**config.mk**
```make
export PLATFORM = sky130hd
export DESIGN_NAME = sadc_host
export DESIGN_NICKNAME = d
export VERILOG_FILES = /design/src/rtl/sadc_host_pkg.sv /design/src/rtl/sadc_host_ctrl.sv /design/src/rtl/sadc_host_dp.sv /design/src/rtl/sadc_host.sv
export SDC_FILE = /design/constraint.sdc
export NUM_CORES = 1
export LEC_CHECK = 0
export BUFFER_PORTS_ARGS = -buffer_cell sky130_fd_sc_hd__buf_2
export CORE_MARGIN = 5
export CORE_UTILIZATION = 60
export CTS_CLUSTER_DIAMETER = 120
export DETAILED_ROUTE_END_ITERATION = 8
export PLACE_DENSITY = 0.91
export SLEW_MARGIN = 20
export SYNTH_ARGS = -nofsm -noshare
export SYNTH_HDL_FRONTEND = slang
export SYNTH_SLANG_ARGS = --single-unit
```
**constraint.sdc**
```tcl
create_clock -name clk -period 4.3 [get_ports clk]
set_clock_uncertainty 0.2 [all_clocks]
set_input_delay 0.645 -clock clk [delete_from_list [all_inputs] [get_ports clk]]
set_output_delay 0.645 -clock clk [all_outputs]
set_load 0.1 [all_outputs]
```
**src/rtl/sadc_host_pkg.sv**
```systemverilog
package sadc_host_pkg;

  // Frame geometry of the converter link
  localparam int unsigned SCLK_PER_FRAME = 16;
  localparam int unsigned PAD_BITS       = 3;
  localparam int unsigned DATA_BITS      = 12;
  localparam int unsigned CAP_BITS       = PAD_BITS + DATA_BITS;
  localparam int unsigned FRAME_EDGES    = 2 * SCLK_PER_FRAME;

  // Strobes from control to datapath
  typedef struct packed {
    logic park;        // idle: hold serial clock at polarity level
    logic frameStart;  // new conversion begins
    logic toggle;      // serial clock edge this cycle
    logic capture;     // sample data line at this edge
    logic lastCapture; // this sample completes the frame
  } dpStrobe_t;

endpackage

```
**src/rtl/sadc_host_ctrl.sv**
```systemverilog
module sadc_host_ctrl
  import sadc_host_pkg::*;
#(
  parameter int HALF_W   = 8,
  parameter int MIN_HALF = 2
) (
  input  logic              clk,
  input  logic              rstN,
  input  logic              start,
  input  logic [HALF_W-1:0] cfgHalf,
  input  logic              cfgCpol,
  input  logic              cfgCpha,
  input  logic              cfgCont,
  output logic              busy,
  output logic              cnvst,
  output dpStrobe_t         st
);

  localparam int EW = $clog2(FRAME_EDGES + 1);
  localparam logic [EW-1:0]     LAST_EDGE  = EW'(FRAME_EDGES);
  localparam logic [EW-1:0]     CAP_LAST   = EW'(CAP_BITS);
  localparam logic [EW-1:0]     RAISE_RISE = EW'(SCLK_PER_FRAME - 1);
  localparam logic [EW-1:0]     LOW_EDGES  = EW'(FRAME_EDGES - 4);
  localparam logic [HALF_W-1:0] MIN_H      = HALF_W'(MIN_HALF);

  typedef enum logic [1:0] {S_IDLE, S_RUN, S_GAP} state_t;

  state_t            state;
  logic [HALF_W-1:0] cnt;
  logic [HALF_W-1:0] halfQ;
  logic [HALF_W-1:0] halfEff;
  logic [EW-1:0]     edgeCnt;
  logic              cpolQ, cphaQ, contQ;
  logic              pending;
  logic              gapDone;
  logic              cnvstQ;

  logic              tick, toggleNow, endNow, accept, chainNow;
  logic [EW-1:0]     nextEdge, riseIdx, fallIdx, capIdx;
  logic              isRise, capHit, raiseNow;

  assign halfEff   = (cfgHalf < MIN_H) ? MIN_H : cfgHalf;
  assign tick      = (state != S_IDLE) && (cnt == '0);
  assign toggleNow = (state == S_RUN) && tick && (edgeCnt < LAST_EDGE);
  assign endNow    = (state == S_RUN) && tick && (edgeCnt == LAST_EDGE);
  assign accept    = (state == S_IDLE) && start;
  assign chainNow  = endNow && contQ && (pending || start);

  // Work out which edge comes next and whether it samples
  always_comb begin
    nextEdge = edgeCnt + EW'(1);
    isRise   = nextEdge[0] ^ cpolQ;
    riseIdx  = (nextEdge + {{(EW-1){1'b0}}, ~cpolQ}) >> 1;
    fallIdx  = nextEdge >> 1;
    if (cpolQ == cphaQ) begin
      capHit = isRise && (riseIdx >= EW'(2)) && (riseIdx <= CAP_LAST + EW'(1));
      capIdx = riseIdx - EW'(1);
    end else begin
      capHit = !isRise && (fallIdx >= EW'(1)) && (fallIdx <= CAP_LAST);
      capIdx = fallIdx;
    end
    raiseNow = contQ && isRise && (riseIdx == RAISE_RISE);
  end

  always_ff @(posedge clk or negedge rstN) begin
    if (!rstN) begin
      state   <= S_IDLE;
      cnt     <= '0;
      halfQ   <= MIN_H;
      edgeCnt <= '0;
      cpolQ   <= 1'b0;
      cphaQ   <= 1'b0;
      contQ   <= 1'b0;
      pending <= 1'b0;
      gapDone <= 1'b0;
      cnvstQ  <= 1'b1;
    end else begin
      if (tick)                 cnt <= halfQ - HALF_W'(1);
      else if (state != S_IDLE) cnt <= cnt - HALF_W'(1);
      case (state)
        S_IDLE: begin
          if (start) begin
            cpolQ   <= cfgCpol;
            cphaQ   <= cfgCpha;
            contQ   <= cfgCont;
            halfQ   <= halfEff;
            cnt     <= halfEff - HALF_W'(1);
            edgeCnt <= '0;
            cnvstQ  <= 1'b0;
            pending <= 1'b0;
            state   <= S_RUN;
          end
        end
        S_RUN: begin
          if (start && contQ) pending <= 1'b1;
          if (toggleNow) begin
            edgeCnt <= nextEdge;
            if (raiseNow) cnvstQ <= 1'b1;
          end
          if (endNow) begin
            if (contQ) begin
              if (pending || start) begin
                edgeCnt <= '0;
                cnvstQ  <= 1'b0;
                pending <= 1'b0;
              end else begin
                state <= S_IDLE;
              end
            end else begin
              cnvstQ  <= 1'b1;
              gapDone <= 1'b0;
              state   <= S_GAP;
            end
          end
        end
        S_GAP: begin
          if (tick) begin
            if (gapDone) state <= S_IDLE;
            else         gapDone <= 1'b1;
          end
        end
        default: state <= S_IDLE;
      endcase
    end
  end

  assign busy  = (state != S_IDLE);
  assign cnvst = cnvstQ;

  always_comb begin
    st.park        = (state == S_IDLE);
    st.frameStart  = accept || chainNow;
    st.toggle      = toggleNow;
    st.capture     = toggleNow && capHit;
    st.lastCapture = toggleNow && capHit && (capIdx == CAP_LAST);
  end

  // Single-shot: strobe low for the whole frame and tail
  assert_single_low_R8: assert property (@(posedge clk) disable iff (!rstN)
    (state == S_RUN && !contQ) |-> !cnvst);

  // Single-shot gap: strobe high while still busy
  assert_gap_high_R8: assert property (@(posedge clk) disable iff (!rstN)
    (state == S_GAP) |-> (cnvst && busy));

  // Continuous: strobe still low up to the 14th rising edge
  assert_cont_low_R7: assert property (@(posedge clk) disable iff (!rstN)
    (state == S_RUN && contQ && edgeCnt < LOW_EDGES) |-> !cnvst);

  // Continuous: strobe already high once all edges are out
  assert_cont_raised_R7: assert property (@(posedge clk) disable iff (!rstN)
    (state == S_RUN && contQ && edgeCnt == LAST_EDGE) |-> cnvst);

endmodule

```
**src/rtl/sadc_host_dp.sv**
```systemverilog
module sadc_host_dp
  import sadc_host_pkg::*;
#(
  parameter int HALF_W   = 8,
  parameter int MIN_HALF = 2
) (
  input  logic                 clk,
  input  logic                 rstN,
  input  dpStrobe_t            st,
  input  logic                 cfgCpol,
  input  logic                 adcDout,
  output logic                 adcSclk,
  output logic [DATA_BITS-1:0] result,
  output logic                 resultValid
);

  logic                 sclkQ, sclkNext;
  logic [DATA_BITS-2:0] shiftQ;
  logic [DATA_BITS-1:0] resultQ;
  logic                 validQ;

  always_comb begin
    if (st.park)        sclkNext = cfgCpol;
    else if (st.toggle) sclkNext = ~sclkQ;
    else                sclkNext = sclkQ;
  end

  always_ff @(posedge clk or negedge rstN) begin
    if (!rstN) begin
      sclkQ   <= 1'b0;
      shiftQ  <= '0;
      resultQ <= '0;
      validQ  <= 1'b0;
    end else begin
      sclkQ  <= sclkNext;
      validQ <= st.lastCapture;
      if (st.frameStart)  shiftQ  <= '0;
      else if (st.capture) shiftQ <= {shiftQ[DATA_BITS-3:0], adcDout};
      if (st.lastCapture) resultQ <= {shiftQ, adcDout};
    end
  end

  assign adcSclk     = sclkQ;
  assign result      = resultQ;
  assign resultValid = validQ;

  // Checker: count how long the serial clock has held its level
  logic [HALF_W:0] holdCnt;
  always_ff @(posedge clk or negedge rstN) begin
    if (!rstN)                   holdCnt <= '1;
    else if (sclkNext != sclkQ)  holdCnt <= (HALF_W+1)'(1);
    else if (holdCnt != '1)      holdCnt <= holdCnt + (HALF_W+1)'(1);
  end

  assert_half_min_R3: assert property (@(posedge clk) disable iff (!rstN)
    st.toggle |-> (holdCnt >= (HALF_W+1)'(MIN_HALF)));

  assert_valid_pulse_R6: assert property (@(posedge clk) disable iff (!rstN)
    resultValid |=> !resultValid);

  assert_idle_level_R1: assert property (@(posedge clk) disable iff (!rstN)
    st.park |=> (adcSclk == $past(cfgCpol)));

endmodule

```
**src/rtl/sadc_host.sv**
```systemverilog
module sadc_host
  import sadc_host_pkg::*;
#(
  parameter int SYS_HZ      = 100_000_000,
  parameter int MAX_SCLK_HZ = 28_800_000,
  parameter int HALF_W      = 8
) (
  input  logic                 clk,
  input  logic                 rstN,
  input  logic                 start,
  input  logic [HALF_W-1:0]    cfgHalf,
  input  logic                 cfgCpol,
  input  logic                 cfgCpha,
  input  logic                 cfgCont,
  output logic                 busy,
  output logic [DATA_BITS-1:0] result,
  output logic                 resultValid,
  output logic                 adcCnvst,
  output logic                 adcSclk,
  input  logic                 adcDout
);

  localparam int MIN_RAW  = (SYS_HZ + 2 * MAX_SCLK_HZ - 1) / (2 * MAX_SCLK_HZ);
  localparam int MIN_HALF = (MIN_RAW < 1) ? 1 : MIN_RAW;

  dpStrobe_t st;

  sadc_host_ctrl #(.HALF_W(HALF_W), .MIN_HALF(MIN_HALF)) uCtrl (
    .clk     (clk),
    .rstN    (rstN),
    .start   (start),
    .cfgHalf (cfgHalf),
    .cfgCpol (cfgCpol),
    .cfgCpha (cfgCpha),
    .cfgCont (cfgCont),
    .busy    (busy),
    .cnvst   (adcCnvst),
    .st      (st)
  );

  sadc_host_dp #(.HALF_W(HALF_W), .MIN_HALF(MIN_HALF)) uDp (
    .clk         (clk),
    .rstN        (rstN),
    .st          (st),
    .cfgCpol     (cfgCpol),
    .adcDout     (adcDout),
    .adcSclk     (adcSclk),
    .result      (result),
    .resultValid (resultValid)
  );

endmodule

```
==> impl_results.md <==
* Post-Syn Nets at 385
* Startpoint Class: flop
* Pwr/cell area at 637.0 nW/µm²
* Post-detailed-placement half-perimeter wirelength at 5834 µm
* Worst EP required at 4.30 ns
* Syn Area/Cell at 9.992 µm²
* Area Overhead vs Synth at 7.652%
* Setup-failing EPs final at 0
* Die height at 87.43 µm
* Top Ports at 31
* Setup TNS at 0 ns
* Detail-routed net length per standard cell at 17.39 µm
* Root Driver: clkbuf_8
* Final hold violation count at 0
* Cell Rows at 28
* Initial Utilization at 0.6112
* Final ANT Viol Nets at 0
* Max-Cap Viols at 0
* Pwr Total at 2467 µW
* Final-report max-slew violation count at 0
* Port bufs at 30
* Rel. slew slack at 0.3598
* Asr flop ratio synth at 1.000
* Placer Congestion at 0.9181
* Finished Core Util at 0.6580
* Peak supply drop at 0.0004669 V
* Fin crit share at 0.8913
* Number of global-route vias before repair at 2817
* DP Cell Count at 450
* Synth unique cells at 68
* Post_cts resized at 0
* Nets@finish at 408
* Sequential-to-total area share from yosys stat at 0.3833
* CTS tree: done
* Die ar. at 7644 µm²
* Crit path kind: reg -> reg
* Share of cells above drive strength 1 at 0.2057
* Worst skew pair latency at 0.31 ns
* Status: finished clean
* Post-layout min period at 3.832 ns
* Clock Sinks at 55
* Die Span X at 87.43 µm
* # DRC at 0
* Vias per std cell at 6.144
* CP endpoint kind: flop
* # diodes at 0
* Gate Count Post-Synth at 360
* Flops & latches, synth at 55
* Maximum fanout along the worst path at 12
* Post-synth EDFFs at 0
* Total grt overflow at 0
* Worst-margin pin slew at 0.9580 ns
* Fmax at 260.9 MHz
* Pin count of the biggest net entering global routing at 49
* DR pass1 iterations at 6
* Synthesized area at 3597 µm²
* RSZ-0062 raised after global routing: false
* Hold crit path type: reg -> reg
* Ys Warns at 0
* Setup Buffers After CTS at 0
* Core Region at 5886 µm²
* Hold Buf Count CTS at 1
* Longest Clk Path Bufs at 2
* DRT iter0 DRCs at 204
* Global-route wire length before repair at 13550 µm
* Via count at 2820
* Clock slew at reported path FFs at 0.10 ns
* CP arrival at 3.84 ns
* CTS buffer count at 5
* Non-filler cells, final at 459
* Static leakage at 0.001696 µW
* Initial antenna violation count at 0
* Total Routing Usage GR at 0.2261
* H-Tree Depth at 2
* Main synth FF type: dfrtp_1
* Final wirelength at 7981 µm
-- critical path, stage by stage, from the launching register on --
cell and delay (ns):
dfrtp_1 0.42, inv_1 0.11, ha_1 0.39, ha_1 0.38
nand2_1 0.11, o32ai_2 0.43, nor4_1 0.12, a311o_1 0.41
o31a_1 0.28, nand4bb_4 0.43, mux2_1 0.42
-- metal layers --
metal,routed length [µm],global-route usage
met4,218,0.09205
met2,4006,0.3760
met5,0,0
met1,3278,0.2835
met3,478,0.05109
-- worst paths after layout --
path / depth (start not counted) / startpoint / endpoint / slack (ns)
setup / recovery: 10 / uCtrl.edgeCnt[0] / uDp.result[9] / 0.47
hold / removal: 2 / uCtrl.halfQ[1] / uCtrl.halfQ[1] / 0.31
setup reg to reg: 10 / uCtrl.edgeCnt[0] / uDp.result[9] / 0.47
hold reg to reg: 2 / uCtrl.halfQ[1] / uCtrl.halfQ[1] / 0.31
max in group asynchronous: 3 / rstN / uCtrl.state[0] / 2.58
min in group asynchronous: 2 / rstN / uDp.result[10] / 0.50
-- flip-flops by register name (all words and copies together) (netlist names) --
signal / count
uCtrl.pending: 1
uCtrl.gapDone: 1
uCtrl.cnvst: 1
uCtrl.edgeCnt: 6
uCtrl.cpolQ: 1
uDp.shiftQ: 11
uDp.resultValid: 1
uCtrl.cnt: 8
uDp.result: 12
uDp.adcSclk: 1
uCtrl.state: 2
uCtrl.contQ: 1
uCtrl.cphaQ: 1
uCtrl.halfQ: 8
-- cell usage in the layout, fill, tap and decap left out, drive strengths merged, types with 5 or more instances in the layout --
cell,instances
dfrtp,53
nor2,35
buf,34
o21ai,26
nand2,24
mux2,22
xnor2,18
inv,17
mux2i,14
nand3,12
a21oi,10
ha,10
xor2,9
nor3,8
o211ai,6
nor4,6
clkbuf,6
nand4,6
or3,5
o22ai,5
-- stage by stage --
stage               hold slack (ns)  cell area [µm²]  worst slack [ns]
floorplan                    0.1494             3597            0.8844
global placement             0.2802             3777            0.7281
detailed placement           0.2888             3777            0.5390
CTS                          0.3166             3872            0.5180
global route                 0.3371             3872            0.2217
finish                       0.3127             3872            0.4675
-- kinds of logic (layout without fill, tap and decap cells) --
kind of cell,after synthesis,in the layout,share of synthesized area
AO/OA/AOI/OAI,72,72,0.1367
AND/OR/NAND/NOR,123,123,0.1983
buffers and inverters,36,60,0.04382
multiplexers,36,36,0.1183
adder cells (fa/ha/maj),10,10,0.03478
flip-flops,55,55,0.3833
XOR/XNOR,28,28,0.08487
-- power by group --
group | internal [µW] | total (µW) | switching (µW) | leakage [µW]
clock | 114 | 281 | 166 | 0.0000412
combinational | 541 | 1280 | 734 | 0.000959
sequential | 679 | 911 | 231 | 0.000696
-- area by class of cell --
type | count | area (µm²)
Multi-Input combinational cell | 269 | 2061
Fill cell | 449 | 2013
Sequential cell | 55 | 1379
Timing Repair Buffer | 35 | 190.2
Tap cell | 75 | 93.84
Clock buffer | 6 | 72.57
Inverter | 17 | 63.81
Clock inverter | 2 | 12.51
-- cells in the mapped netlist (4+ instances only) --
cell type   n  share of area
xnor2_1    15          0.037
o21ai_1     7         0.0097
mux2_2     10          0.031
nand4b_1    4         0.0097
nor3_1      8          0.011
xor2_1      9          0.022
o22ai_1     5         0.0087
or3_1       5         0.0087
nor4_1      5         0.0087
nand3_1    12          0.017
clkbuf_1    9         0.0094
o21ai_0    19          0.026
mux2i_1    14          0.039
dfrtp_1    53           0.37
nand4_1     4         0.0070
ha_1       10          0.035
nand2_1    24          0.025
inv_1      16          0.017
a21oi_1    10          0.014
mux2_4     10          0.042
nor2_1     35          0.037
o211ai_1    6          0.013
buf_2       6         0.0083
Note: power is estimated with default switching activity, not from simulation.
